<file path="src/rtl/irqc_pkg.sv">
package irqc_pkg;
  typedef enum logic {SRC_CYCLE = 1'b0, SRC_LINE = 1'b1} src_e;
  typedef enum logic [1:0] {
    OFS_CNT_LO = 2'd0,
    OFS_CNT_HI = 2'd1,
    OFS_CTRL   = 2'd2,
    OFS_ENABLE = 2'd3
  } ofs_e;
endpackage

</file>
<file path="src/rtl/irqc_reg_decode.sv">
module irqc_reg_decode
  import irqc_pkg::*;
#(
  parameter int ADDR_W = 16,
  parameter int DATA_W = 8,
  parameter logic [ADDR_W-1:0] ADDR_MASK = 16'hF003,
  parameter logic [ADDR_W-1:0] ADDR_BASE = 16'hC000
) (
  input  logic              clk,
  input  logic              rst_n,
  input  logic              wr_en,
  input  logic [ADDR_W-1:0] wr_addr,
  input  logic [DATA_W-1:0] wr_data,
  output logic              hit,
  output ofs_e              sel,
  output logic              en_q,
  output src_e              src_q,
  output logic              auto_q,
  output logic              lo_wr,
  output logic              hi_wr,
  output logic              dis_wr
);
  localparam logic [ADDR_W-1:0] SEL_BITS = ADDR_W'(3);

  always_comb begin
    hit = wr_en && ((wr_addr & ADDR_MASK & ~SEL_BITS) == ADDR_BASE);
    sel = ofs_e'(wr_addr[1:0]);
    lo_wr = hit && (sel == OFS_CNT_LO);
    hi_wr = hit && (sel == OFS_CNT_HI);
    dis_wr = hit && (((sel == OFS_CNT_LO) && auto_q) ||
                     ((sel == OFS_CTRL) && !wr_data[0]) ||
                     ((sel == OFS_ENABLE) && !auto_q && !wr_data[0]));
  end

  always_ff @(posedge clk or negedge rst_n) begin
    if (!rst_n) begin
      en_q   <= 1'b0;
      src_q  <= SRC_CYCLE;
      auto_q <= 1'b0;
    end else if (hit) begin
      unique case (sel)
        OFS_CNT_LO: if (auto_q) en_q <= 1'b0;
        OFS_CNT_HI: if (auto_q) en_q <= 1'b1;
        OFS_CTRL: begin
          en_q   <= wr_data[0];
          src_q  <= src_e'(wr_data[1]);
          auto_q <= wr_data[2];
        end
        OFS_ENABLE: if (!auto_q) en_q <= wr_data[0];
        default: ;
      endcase
    end
  end
endmodule

</file>
<file path="src/rtl/irqc_cycle_cnt.sv">
module irqc_cycle_cnt #(
  parameter int DATA_W = 8,
  localparam int CNT_W = 2 * DATA_W
) (
  input  logic              clk,
  input  logic              rst_n,
  input  logic              run,
  input  logic              tick,
  input  logic              lo_wr,
  input  logic              hi_wr,
  input  logic [DATA_W-1:0] data,
  output logic [CNT_W-1:0]  cnt,
  output logic              zero_evt
);
  logic step;

  always_comb begin
    step     = run && tick && !lo_wr && !hi_wr && (cnt != '0);
    zero_evt = step && (cnt == CNT_W'(1));
  end

  always_ff @(posedge clk or negedge rst_n) begin
    if (!rst_n) begin
      cnt <= '0;
    end else if (lo_wr) begin
      cnt[DATA_W-1:0] <= data;
    end else if (hi_wr) begin
      cnt[CNT_W-1:DATA_W] <= data;
    end else if (step) begin
      cnt <= cnt - CNT_W'(1);
    end
  end
endmodule

</file>
<file path="src/rtl/irqc_a12_filter.sv">
module irqc_a12_filter #(
  parameter int LOW_TICKS = 3,
  localparam int LC_W = $clog2(LOW_TICKS + 1)
) (
  input  logic clk,
  input  logic rst_n,
  input  logic a12,
  input  logic tick,
  output logic rise
);
  logic            a12_q;
  logic [LC_W-1:0] low_cnt;
  logic            low_long;

  always_comb begin
    low_long = (low_cnt == LC_W'(LOW_TICKS));
    rise     = a12 && !a12_q && low_long;
  end

  always_ff @(posedge clk or negedge rst_n) begin
    if (!rst_n) begin
      a12_q   <= 1'b0;
      low_cnt <= '0;
    end else begin
      a12_q <= a12;
      if (a12) begin
        low_cnt <= '0;
      end else if (tick && !low_long) begin
        low_cnt <= low_cnt + LC_W'(1);
      end
    end
  end
endmodule

</file>
<file path="src/rtl/irqc_line_cnt.sv">
module irqc_line_cnt #(
  parameter int DATA_W = 8
) (
  input  logic              clk,
  input  logic              rst_n,
  input  logic              rise,
  input  logic              reload_req,
  input  logic              latch_wr,
  input  logic [DATA_W-1:0] data,
  output logic              zero_evt
);
  logic [DATA_W-1:0] cnt;
  logic [DATA_W-1:0] latch_q;
  logic              reload_q;
  logic [DATA_W-1:0] cnt_nxt;

  always_comb begin
    cnt_nxt  = ((cnt == '0) || reload_q) ? latch_q : cnt - DATA_W'(1);
    zero_evt = rise && (cnt_nxt == '0);
  end

  always_ff @(posedge clk or negedge rst_n) begin
    if (!rst_n) begin
      cnt      <= '0;
      latch_q  <= '0;
      reload_q <= 1'b0;
    end else begin
      if (latch_wr) latch_q <= data;
      if (rise) cnt <= cnt_nxt;
      if (reload_req) reload_q <= 1'b1;
      else if (rise) reload_q <= 1'b0;
    end
  end
endmodule

</file>
<file path="src/rtl/dual_src_irq_timer.sv">
module dual_src_irq_timer
  import irqc_pkg::*;
#(
  parameter int ADDR_W = 16,
  parameter int DATA_W = 8,
  parameter int LOW_TICKS = 3,
  localparam int CNT_W = 2 * DATA_W
) (
  input  logic              clk,
  input  logic              rst_n,
  input  logic              wr_en,
  input  logic [ADDR_W-1:0] wr_addr,
  input  logic [DATA_W-1:0] wr_data,
  input  logic              m2_tick,
  input  logic              ppu_a12,
  output logic              irq_out
);
  logic       reg_hit;
  ofs_e       reg_sel;
  logic       en_q;
  src_e       src_q;
  logic       auto_q;
  logic       lo_wr;
  logic       hi_wr;
  logic       dis_wr;
  logic       on_cycle;
  logic       on_line;
  logic       m2_run;
  logic       m2_lo;
  logic       m2_hi;
  logic [CNT_W-1:0] m2_cnt;
  logic       m2_evt;
  logic       a12_rise;
  logic       line_tick;
  logic       line_zero;
  logic       line_evt;
  logic       irq_q;

  irqc_reg_decode #(.ADDR_W(ADDR_W), .DATA_W(DATA_W)) u_dec (
    .clk(clk), .rst_n(rst_n), .wr_en(wr_en), .wr_addr(wr_addr),
    .wr_data(wr_data), .hit(reg_hit), .sel(reg_sel), .en_q(en_q),
    .src_q(src_q), .auto_q(auto_q), .lo_wr(lo_wr), .hi_wr(hi_wr),
    .dis_wr(dis_wr)
  );

  always_comb begin
    on_cycle  = (src_q == SRC_CYCLE);
    on_line   = (src_q == SRC_LINE);
    m2_run    = en_q && on_cycle;
    m2_lo     = lo_wr && on_cycle;
    m2_hi     = hi_wr && on_cycle;
    line_tick = a12_rise && on_line;
    line_evt  = line_zero && en_q;
  end

  irqc_cycle_cnt #(.DATA_W(DATA_W)) u_cyc (
    .clk(clk), .rst_n(rst_n), .run(m2_run), .tick(m2_tick),
    .lo_wr(m2_lo), .hi_wr(m2_hi), .data(wr_data), .cnt(m2_cnt),
    .zero_evt(m2_evt)
  );

  irqc_a12_filter #(.LOW_TICKS(LOW_TICKS)) u_flt (
    .clk(clk), .rst_n(rst_n), .a12(ppu_a12), .tick(m2_tick), .rise(a12_rise)
  );

  irqc_line_cnt #(.DATA_W(DATA_W)) u_line (
    .clk(clk), .rst_n(rst_n), .rise(line_tick),
    .reload_req(lo_wr && on_line), .latch_wr(hi_wr && on_line),
    .data(wr_data), .zero_evt(line_zero)
  );

  always_ff @(posedge clk or negedge rst_n) begin
    if (!rst_n) irq_q <= 1'b0;
    else if (dis_wr) irq_q <= 1'b0;
    else if (m2_evt || line_evt) irq_q <= 1'b1;
  end

  assign irq_out = irq_q;
endmodule

</file>
<file path="config.mk">
export PLATFORM = sky130hd
export DESIGN_NAME = dual_src_irq_timer
export DESIGN_NICKNAME = d
export VERILOG_FILES = /design/src/rtl/irqc_pkg.sv /design/src/rtl/irqc_reg_decode.sv /design/src/rtl/irqc_cycle_cnt.sv /design/src/rtl/irqc_a12_filter.sv /design/src/rtl/irqc_line_cnt.sv /design/src/rtl/dual_src_irq_timer.sv
export SDC_FILE = /design/constraint.sdc
export NUM_CORES = 1
export LEC_CHECK = 0
export BUFFER_PORTS_ARGS = -buffer_cell sky130_fd_sc_hd__buf_4
export CORE_AREA = 2 2 65 80
export DETAILED_ROUTE_END_ITERATION = 10
export DIE_AREA = 0 0 67 82
export GPL_TIMING_DRIVEN = 0
export PLACE_DENSITY = 0.74
export SLEW_MARGIN = 0
export SYNTH_ARGS = -nofsm -noshare
export SYNTH_HDL_FRONTEND = slang
export SYNTH_SLANG_ARGS = --single-unit
</file>
<file path="constraint.sdc">
create_clock -name clk -period 2.4 [get_ports clk]
set_input_delay 0.36 -clock clk [delete_from_list [all_inputs] [get_ports clk]]
set_output_delay 0.36 -clock clk [all_outputs]
set_load 0.02 [all_outputs]
</file>
; ---- Word level (Yosys, flattened, before mapping)
; Index checks and enable logic that the tools add are counted.
[op_classes]
add_sub_neg = 3
eq_ne = 10
mux = 15
bitwise_logic = 2
reduce_logical = 47
[ops]
columns = cell, count
row1 = $mux W8, 4
row2 = $logic_and A1 B1 Y1, 24
row3 = $eq A16 B1 Y1 const B, 1
row4 = $logic_not A8 Y1, 2
row5 = $mux W16, 1
row6 = $reduce_bool A16 Y1, 1
row7 = $sub A16 B1 Y16 const B, 1
row8 = $reduce_bool A2 Y1, 5
row9 = $sub A8 B1 Y8 const B, 1
row10 = $mux W1, 7
row11 = $eq A2 B2 Y1 const B, 3
row12 = $logic_not A1 Y1, 6
row13 = $ne A2 B1 Y1 const B, 3
row14 = $reduce_and A2 Y1, 3
row15 = $eq A4 B4 Y1 const B, 1
row16 = $logic_or A1 B1 Y1, 4
row17 = $mux W2, 2
row18 = $pmux W1 S4, 1
row19 = $reduce_and A4 Y1, 1
row20 = $add A2 B1 Y2 const B, 1
row21 = $eq A2 B1 Y1 const B, 1
row22 = $logic_not A2 Y1, 1
row23 = $ne A2 B2 Y1 const B, 1
row24 = $not A1 Y1, 2
[totals]
regBits = 40
inputBits = 29
output_inout_bits = 1
word_cells = 88

; ---- Longest topological paths before layout
; Gate-level depths: netlist of the first run.
[logic_depth]
depth_word = 12
ltp_mapped = 8
mapped_depth_nobuf = 7

; ---- Cells and area by module
; From an unflattened synthesis of the first run, not the netlist that was laid out.
[hier_totals]
cells_unflattened = 269
area_unflattened_um2 = 2565.0
[modules_own_cells]
columns = module, instances, cells_per_inst, area_per_inst_um2, seq_area_each_um2
row1 = irqc_cycle_cnt, 1, 128, 1131.1, 400.4
row2 = irqc_line_cnt, 1, 96, 987.2, 425.4
row3 = irqc_reg_decode, 1, 23, 216.5, 75.1
row4 = irqc_a12_filter, 1, 13, 156.4, 75.1
row5 = dual_src_irq_timer, 1, 9, 73.8, 25.0

; ---- Least setup slack after synthesis of the first run
; OpenSTA, ideal clock, no wires.
[synth_path]
kind = reg-to-reg
start = reg u_cyc.cnt[0]
end = reg u_cyc.cnt[14]
setup_time_ns = 0.082
arrival_time_ns = 1.884
required_ns = 2.318
slack_ns = 0.434
stages_incl_launch_ff = 8
path_buffers = 0
synth_period_minus_slack_ns = 1.966
cell_sequence = dfrtp_1 inv_1 ha_1 nor4b_2 nand4_1 nand3_1 or4b_1 a31oi_1
[synth_between]
elab_chain_len = 4
elab_cells_between_ends = 7
classes_between = add/sub (1) / mux (2) / reduce/logical (4)
[synth_rtl]
columns = item, line
row1 = "start, declared", irqc_cycle_cnt.sv:12  ; output logic [CNT_W-1:0] cnt,
row2 = "start signal, assigned by index", irqc_cycle_cnt.sv:26  ; cnt[DATA_W-1:0] <= data;
row3 = "start signal, assigned by index", irqc_cycle_cnt.sv:28  ; cnt[CNT_W-1:DATA_W] <= data;
row4 = "start signal, assigned", irqc_cycle_cnt.sv:30  ; cnt <= cnt - CNT_W'(1);
row5 = "parallel branches: the longest is 4 deep, another holds $sub A16 B1 Y16", n/a
; Several ways; the timed one is not identified. The select of a mux whose other input is x is not followed.
; A chain may end at the register's enable or synchronous reset.

; ---- Worst setup path in the final report of the first run
; Same ends and word-level chain as after synthesis.

==> impl_summary.log, run 1 <==
[metrics] Placement Rows: 28
[metrics] area share of the largest cell type after synthesis: 0.435
[metrics] depth of the CTS H-tree: 2
[metrics] Die W: roughly 67 um
[metrics] final wirelength: around 5.1 mm
[metrics] number of maximum-capacitance violations: 0
[metrics] source of the critical timing path: u_cyc.cnt[0]
[metrics] final count of negative-setup-slack endpoints: 0
[metrics] most used standard cell by instance count after synthesis: sky130_fd_sc_hd__dfrtp_1
[metrics] post-synthesis net count: approximately 270
[metrics] result of the run: finished, final reports clean
[metrics] number of buffers added for setup after CTS: 0
[metrics] number of flops mapped to enable cells by yosys: 0
[metrics] post-synthesis area per instance: just under 10 sq um
[metrics] tightest slew margin relative to the limit: 0.614
[metrics] CORE AREA: roughly 4800 sq um
[metrics] post-layout utilization of the core: 0.551
[metrics] post-synthesis sequential element count: 40
[metrics] combinational group share of total power: 0.249
[metrics] routed vias/inst: between 5 and 6
[metrics] CP Class: reg -> reg
[metrics] Synth Area in Simple Gates: 0.247
[metrics] post-detailed-route wirelength per cell: roughly 16 um
[metrics] biggest area contributors in the synthesized netlist: sky130_fd_sc_hd__dfrtp_1, sky130_fd_sc_hd__mux2_2, sky130_fd_sc_hd__a21oi_1, sky130_fd_sc_hd__nor2_1, sky130_fd_sc_hd__ha_1
[metrics] TritonCTS Buffers: 5
[metrics] min Tclk post-route: approximately 2.3 ns
[metrics] part of the cycle the worst path needs: 0.942
[metrics] clk slew on worst S/H paths: 0.08 ns
[metrics] fraction of the mapped netlist area in compound gates: 0.150
[metrics] Detailed Place HPWL: 3.83 mm
[metrics] part of the Yosys area used for sequential elements: 0.435
[metrics] cell chosen for the clock root: sky130_fd_sc_hd__clkbuf_8
[metrics] share of synthesized cell area in full adder, half adder and majority cells: 0.0272
[metrics] startpoint of the worst register-to-register path: u_cyc.cnt[0]
[metrics] final number of hold-violating endpoints: 0
[metrics] GRT overflow: 0
[metrics] post-synthesis instance area: between 2000 and 2500 sq um
[metrics] wire length of the first global-routing pass: 8.76 mm
[metrics] Hold Crit Class: in -> async
[metrics] Req. time, crit path: 2.62 ns
[metrics] clk sinks: 40
[metrics] total iterations of the first detailed-routing run: 4
[metrics] Synthesis Warnings: 0
[metrics] placer's final routability congestion estimate: 0.803
[metrics] net switching power: ~0.00065 W
[metrics] final worst clock skew: 0.00700 ns
[metrics] initial antenna violation count: 0
[metrics] cell types with the highest counts after synthesis: sky130_fd_sc_hd__dfrtp_1, sky130_fd_sc_hd__nor2_1, sky130_fd_sc_hd__a21oi_1
[metrics] number of top-level design ports: 30
[metrics] arrival time reported for the critical path endpoint: 2.48 ns
[metrics] ys flop type: sky130_fd_sc_hd__dfrtp_1
[metrics] later-pin clock latency in the skew report: ~0.30 ns
[metrics] clock tree from TritonCTS: done
[metrics] setup repair after global routing missed its margin: true
[metrics] ratio of total power to cell area: around 770 nW/um^2
[metrics] Setup crit end kind: register
[metrics] ANT nets after route: 0
[metrics] setup TNS: 0 ns
[metrics] Sw Ratio: 0.323
[metrics] Port-buffer cells: 18
[metrics] count of nets after finishing: between 200 and 300
[metrics] internal power: around 0.0014 W
[metrics] Die Ht: about 82 um
[metrics] number of unique standard cell types used by synthesis: slightly below 50
[metrics] antenna diode instance count: 0
[metrics] fmax: approximately 0.44 GHz
[metrics] DR iter-0 viols: 97
[metrics] Clock Tree Buf Depth: 2
[metrics] Static Leak: roughly 1.2 nW
[metrics] Layout area overhead: 14.2%
[metrics] maximum number of pins on one net before global-route repair: slightly above 40
[metrics] full die area: approximately 5500 sq um
[metrics] number of cells produced by synthesis: between 200 and 250
[metrics] slew at the pin with the worst max-slew slack: roughly 0.57 ns
[metrics] largest family of logic cells by synthesized area: simple AND/OR/NAND/NOR gates
[metrics] share of flip-flops with an asynchronous set or reset: 1.00
[metrics] dominant cell type by area after synthesis: sky130_fd_sc_hd__dfrtp_1
[metrics] vias: around 1900
[metrics] share of cell area taken by muxes after synthesis: 0.0718
[metrics] worst-path maximum fanout: 8
[metrics] Tot GR Track Use: 0.209
[metrics] pins over their slew limit: 0
[metrics] post-synthesis xor/xnor area fraction: 0.0343
[metrics] DRC: 0
[metrics] type of origin of the critical path: register
[metrics] worst vdd rail ir drop: 0.550 mV
[metrics] fraction of layout cells with a size suffix above 1: 0.220
[metrics] initial standard-cell utilization of the core: 0.483
[metrics] vias in the first global route: roughly 2000
[metrics] hold_buf cts: 0
[metrics] part of the power in registers: 0.477
[metrics] clock network fraction of total power: 0.274
-- power by group through the flow --
stage / logic (W) / clock network, W / registers (W)
finish: 0.000504 / 0.000554 / 0.000964
global route: 0.000571 / 0.000594 / 0.000985
CTS: 0.000505 / 0.000564 / 0.000963
detailed placement: 0.000503 / 0 / 0.000974
global placement: 0.000480 / 0 / 0.000967
floorplan: 0.000373 / 0 / 0.000940
-- logic make-up after synthesis --
| logic type | Yosys count |
|---|---|
| compound gates | 55 |
| buf+inv | 14 |
| simple gates | 95 |
| flops | 40 |
| fa+ha+maj | 5 |
| mux | 15 |
| xor+xnor | 9 |
-- sequential cells by signal, indices dropped and copies added, names as in the netlist --
signal           cells
u_flt.low_cnt        2
u_flt.a12_q          1
u_line.cnt           8
u_line.latch_q       8
u_cyc.cnt           16
irq_out              1
u_line.reload_q      1
u_dec.src_q          1
u_dec.en_q           1
u_dec.auto_q         1
-- metal layers --
layer	track usage	wire length (um)
met2	0.375	2750
met1	0.244	2200
met3	0.0425	103
met4	0.0735	57
met5	0	0
-- repair_timing --
| item | 4_1_cts | 5_1_grt |
|---|---|---|
| hold endpoints to repair | 0 | 0 |
| resized for setup | 0 | 1 |
| endpoints found under the setup margin | 0 | 6 |
-- placed cells by master, fill, tap and decap left out, types with 7 or more instances in the layout --
master / n
sky130_fd_sc_hd__o21ai_0: 11
sky130_fd_sc_hd__dfrtp_1: 40
sky130_fd_sc_hd__nor2_1: 20
sky130_fd_sc_hd__a31oi_1: 8
sky130_fd_sc_hd__nand2_1: 9
sky130_fd_sc_hd__a21oi_1: 17
sky130_fd_sc_hd__xor2_1: 7
sky130_fd_sc_hd__mux2_2: 12
sky130_fd_sc_hd__nand3_1: 8
sky130_fd_sc_hd__buf_4: 19
-- worst max-delay path, stage by stage (launching register included) --
cell and delay, ns:
sky130_fd_sc_hd__dfrtp_1 0.42, sky130_fd_sc_hd__inv_1 0.06, sky130_fd_sc_hd__ha_1 0.22, sky130_fd_sc_hd__nor4b_2 0.19, sky130_fd_sc_hd__nand4_1 0.28, sky130_fd_sc_hd__nand3_1 0.26, sky130_fd_sc_hd__or4b_1 0.57, sky130_fd_sc_hd__a31oi_1 0.18
-- final timing paths --
kind | to | cells after the start | slack (ns)
worst min register to register | u_line.latch_q[6] | 1 | 0.52
min in group clk | u_flt.a12_q | 1 | 0.21
worst max-delay path | u_cyc.cnt[14] | 7 | 0.14
worst min-delay path | u_flt.low_cnt[0] | 1 | 0.02
max in group asynchronous | u_line.cnt[6] | 1 | 2.01
worst max register to register | u_cyc.cnt[14] | 7 | 0.14
-- metrics by stage --
stage | hold WS (ns) | setup WS [ns] | cells | total power [W] | instance area, sq um
final | 0.0214 | 0.139 | 319 | 0.00202 | 2630
after floorplan | 0.0644 | 0.434 | 233 | 0.00131 | 2300
after global routing | 0.0650 | -0.0213 | 319 | 0.00215 | 2630
after CTS | 0.0378 | 0.130 | 319 | 0.00203 | 2620
after global placement | 0.371 | 0.193 | 311 | 0.00145 | 2510
after detailed placement | 0.366 | 0.147 | 311 | 0.00148 | 2510
-- cell type report --
cell class | count | area [sq um]
buffer | 8 | 56.3
clock buffer | 5 | 68.8
clock inverter | 3 | 42.5
fill | 462 | 2140
inverter | 6 | 22.5
multi-input combinational | 179 | 1230
sequential | 40 | 1000
tap | 60 | 75.1
timing repair buffer | 18 | 135
Note: power is estimated with default switching activity, not from simulation.
==> inputs of run 2 (changes only) <==
Settings changed: SKIP_CTS_REPAIR_TIMING from default to 1.
Clock period 2.4 ns to 2.7 ns, I/O delays scaled along.
==> run 2 against run 1 <==
Net effect:
- worst hold slack gained 0.045 ns
- sequential power decreased by 11%
- clock skew is 0.00073 ns higher
- largest power group unchanged
- highest routed layer unchanged
- critical path depth unchanged
- final cell count did not move
- critical endpoint is now u_cyc.cnt[15]
- design area fell by 0.19%
- count of clock-buffer cells in the layout unchanged
- die area unchanged
- flip-flop and latch count did not move
- clock power shrank 11%
- via count is 1.3% higher
==> impl_summary.log, run 2 (same netlist as run 1, synthesis figures left out) <==
[metrics] cells along the critical path: inv_1 > ha_1 > nor4b_2 > nand4_1 > nand3_1 > or4_1 > a31oi_1
[metrics] ANT nets after route: 0 (unchanged)
[metrics] initial standard-cell utilization of the core: 0.483 (unchanged)
[metrics] ratio of total power to cell area: 684 nW/um^2 (-11%)
[metrics] Worst Reg-to-Reg Cells: 7 (unchanged)
[metrics] full die area: 5490 sq um (unchanged)
[metrics] CP Class: reg -> reg
[metrics] worst-path maximum fanout: 9 (+1)
[metrics] Setup crit end kind: register
[metrics] clock network fraction of total power: 0.275 (about the same)
[metrics] post-detailed-route wirelength per cell: 15.9 um (-0.70%)
[metrics] max incr delay on CP: 0.49 ns (-0.08 ns)
[metrics] placer's final routability congestion estimate: 0.803 (unchanged)
[metrics] fraction of layout cells with a size suffix above 1: 0.216 (-0.00386)
[metrics] GRT overflow: 0 (unchanged)
[metrics] area occupied by multi-input gates: 1220 sq um (-0.41%)
[metrics] clk slew on worst S/H paths: 0.08 ns (about the same)
[metrics] worst vdd rail ir drop: 0.491 mV (-11%)
[metrics] cell at the slowest stage of the critical path: sky130_fd_sc_hd__or4_1
[metrics] Die Ht: 82 um (unchanged)
[metrics] routed vias/inst: 5.93 (+1.3%)
[metrics] part of the power in registers: 0.477 (about the same)
[metrics] depth of the CTS H-tree: 2 (unchanged)
[metrics] part of the cycle the worst path needs: 0.846 (-0.0960)
[metrics] antenna diode instance count: 0 (unchanged)
[metrics] Die W: 67 um (unchanged)
[metrics] slew at the pin with the worst max-slew slack: 0.574 ns (+0.0000147 ns)
[metrics] setup repair after global routing missed its margin: false
[metrics] final wirelength: 5.08 mm (-0.70%)
[metrics] DR iter-0 viols: 122 (+26%)
[metrics] Placed Cells: 311 (unchanged)
[metrics] tightest slew margin relative to the limit: 0.614 (about the same)
[metrics] wire length of the first global-routing pass: 8.76 mm (unchanged)
[metrics] final count of negative-setup-slack endpoints: 0 (unchanged)
[metrics] sequential cell area: 1000 sq um (unchanged)
[metrics] combinational group share of total power: 0.248 (about the same)
[metrics] Hold Slack: 0.0659 ns (+0.0445 ns)
[metrics] total iterations of the first detailed-routing run: 4 (unchanged)
[metrics] DRC: 0 (unchanged)
[metrics] post-layout utilization of the core: 0.550 (-0.00105)
[metrics] Hold Crit Class: in -> async
[metrics] pins over their slew limit: 0 (unchanged)
[metrics] Detailed Place HPWL: 3.83 mm (unchanged)
[metrics] net switching power: 0.000578 W (-11%)
[metrics] arrival time reported for the critical path endpoint: 2.50 ns (+0.02 ns)
[metrics] setup TNS: 0 ns (unchanged)
[metrics] final worst clock skew: 0.00773 ns (+0.000727 ns)
[metrics] Placement Rows: 28 (unchanged)
[metrics] Clock Tree Buf Depth: 2 (unchanged)
[metrics] clk sinks: 40 (unchanged)
[metrics] startpoint of the worst register-to-register path: u_cyc.cnt[0]
[metrics] CORE AREA: 4760 sq um (unchanged)
[metrics] flip-flop count of the largest register, all copies and words added: 16 (unchanged)
[metrics] cell chosen for the clock root: sky130_fd_sc_hd__clkbuf_8
[metrics] fmax: 0.438 GHz (-1.0%)
[metrics] count of nets after finishing: 292 (unchanged)
[metrics] internal power: 0.00122 W (-11%)
[metrics] Tot GR Track Use: 0.209 (unchanged)
[metrics] initial antenna violation count: 0 (unchanged)
[metrics] Largest Register: u_cyc.cnt
[metrics] highest-count cells in the layout ignoring fill and taps: sky130_fd_sc_hd__dfrtp_1, sky130_fd_sc_hd__nor2_1, sky130_fd_sc_hd__buf_4
[metrics] clock tree from TritonCTS: done
[metrics] min Tclk post-route: 2.28 ns (+0.0235 ns)
[metrics] number of buffers and inverters on the critical path: 1 (unchanged)
[metrics] Req. time, crit path: 2.92 ns (+0.30 ns)
[metrics] largest delay contributor family on the critical path: simple AND/OR/NAND/NOR gates
[metrics] number of top-level design ports: 30 (unchanged)
[metrics] biggest registers after layout: u_cyc.cnt: 16 flops, u_line.cnt: 8 flops, u_line.latch_q: 8 flops
[metrics] Sw Ratio: 0.322 (-0.000635)
[metrics] vias: 1893 (+1.3%)
[metrics] Static Leak: 1.15 nW (about the same)
[metrics] later-pin clock latency in the skew report: 0.30 ns (about the same)
[metrics] final number of hold-violating endpoints: 0 (unchanged)
[metrics] type of origin of the critical path: register
[metrics] Post-Layout Cell Count: 319 (unchanged)
[metrics] most common library cell in the layout ignoring fill and taps: sky130_fd_sc_hd__dfrtp_1
[metrics] fill cell count: 462 (unchanged)
[metrics] setup slack of the worst register-to-register path: 0.42 ns (+0.28 ns)
[metrics] Layout area overhead: 14.0%
[metrics] Port-buffer cells: 18 (unchanged)
[metrics] vias in the first global route: 1972 (unchanged)
[metrics] r2r endpoint: u_cyc.cnt[15]
[metrics] number of maximum-capacitance violations: 0 (unchanged)
[metrics] result of the run: finished, final reports clean
[metrics] maximum number of pins on one net before global-route repair: 41 (unchanged)
[metrics] TritonCTS Buffers: 5 (unchanged)
-- run 2: changes by cell type in the layout (fill, tap and decap cells not counted) --
cell,previous run,this run
sky130_fd_sc_hd__nand3_1,8,9
sky130_fd_sc_hd__nand3_2,1,0
-- run 2: power groups by stage --
stage | logic (W) | clock network [W] | registers [W]
after floorplan | 0.000332 | 0 | 0.000836
after global placement | 0.000426 | 0 | 0.000859
after detailed placement | 0.000447 | 0 | 0.000866
after CTS | 0.000449 | 0.000501 | 0.000856
after global routing | 0.000506 | 0.000528 | 0.000876
final | 0.000445 | 0.000493 | 0.000857
-- run 2: metal layers --
layer	part of all wire	wire, um	track usage
met4	0.018	91	0.0735
met1	0.44	2220	0.244
met5	0	0	0
met3	0.020	100	0.0425
met2	0.53	2670	0.375
-- run 2: layout make-up --
| cell class | count | share of cell area |
|---|---|---|
| tap | 60 | 0.0286 |
| timing repair buffer | 18 | 0.0515 |
| buffer | 8 | 0.0215 |
| sequential | 40 | 0.382 |
| clock buffer | 5 | 0.0262 |
| clock inverter | 3 | 0.0162 |
| inverter | 6 | 0.00859 |
| multi-input combinational | 179 | 0.466 |
-- run 2: how the worst max path moves through the flow --
stage	startpoint	endpoint	slack (ns)	depth (start not counted)
floorplan	u_cyc.cnt[0]	u_cyc.cnt[14]	0.73	7
global placement	u_cyc.cnt[0]	u_cyc.cnt[15]	0.49	7
detailed placement	u_cyc.cnt[0]	u_cyc.cnt[15]	0.45	7
CTS	u_cyc.cnt[0]	u_cyc.cnt[15]	0.43	7
global route	u_cyc.cnt[0]	u_cyc.cnt[9]	0.20	7
finish	u_cyc.cnt[0]	u_cyc.cnt[15]	0.42	7
-- run 2: worst reg2reg max path: stages (launching register included) --
cell,delay (ns)
sky130_fd_sc_hd__dfrtp_1,0.42
sky130_fd_sc_hd__inv_1,0.07
sky130_fd_sc_hd__ha_1,0.23
sky130_fd_sc_hd__nor4b_2,0.19
sky130_fd_sc_hd__nand4_1,0.27
sky130_fd_sc_hd__nand3_1,0.36
sky130_fd_sc_hd__or4_1,0.49
sky130_fd_sc_hd__a31oi_1,0.18
-- run 2: through the flow --
stage	cell area [sq um]	total power (W)	worst slack, ns
after floorplan	2300	0.00117	0.734
after global placement	2510	0.00129	0.493
after detailed placement	2510	0.00131	0.447
after CTS	2620	0.00181	0.430
after global routing	2620	0.00191	0.202
final	2620	0.00180	0.415
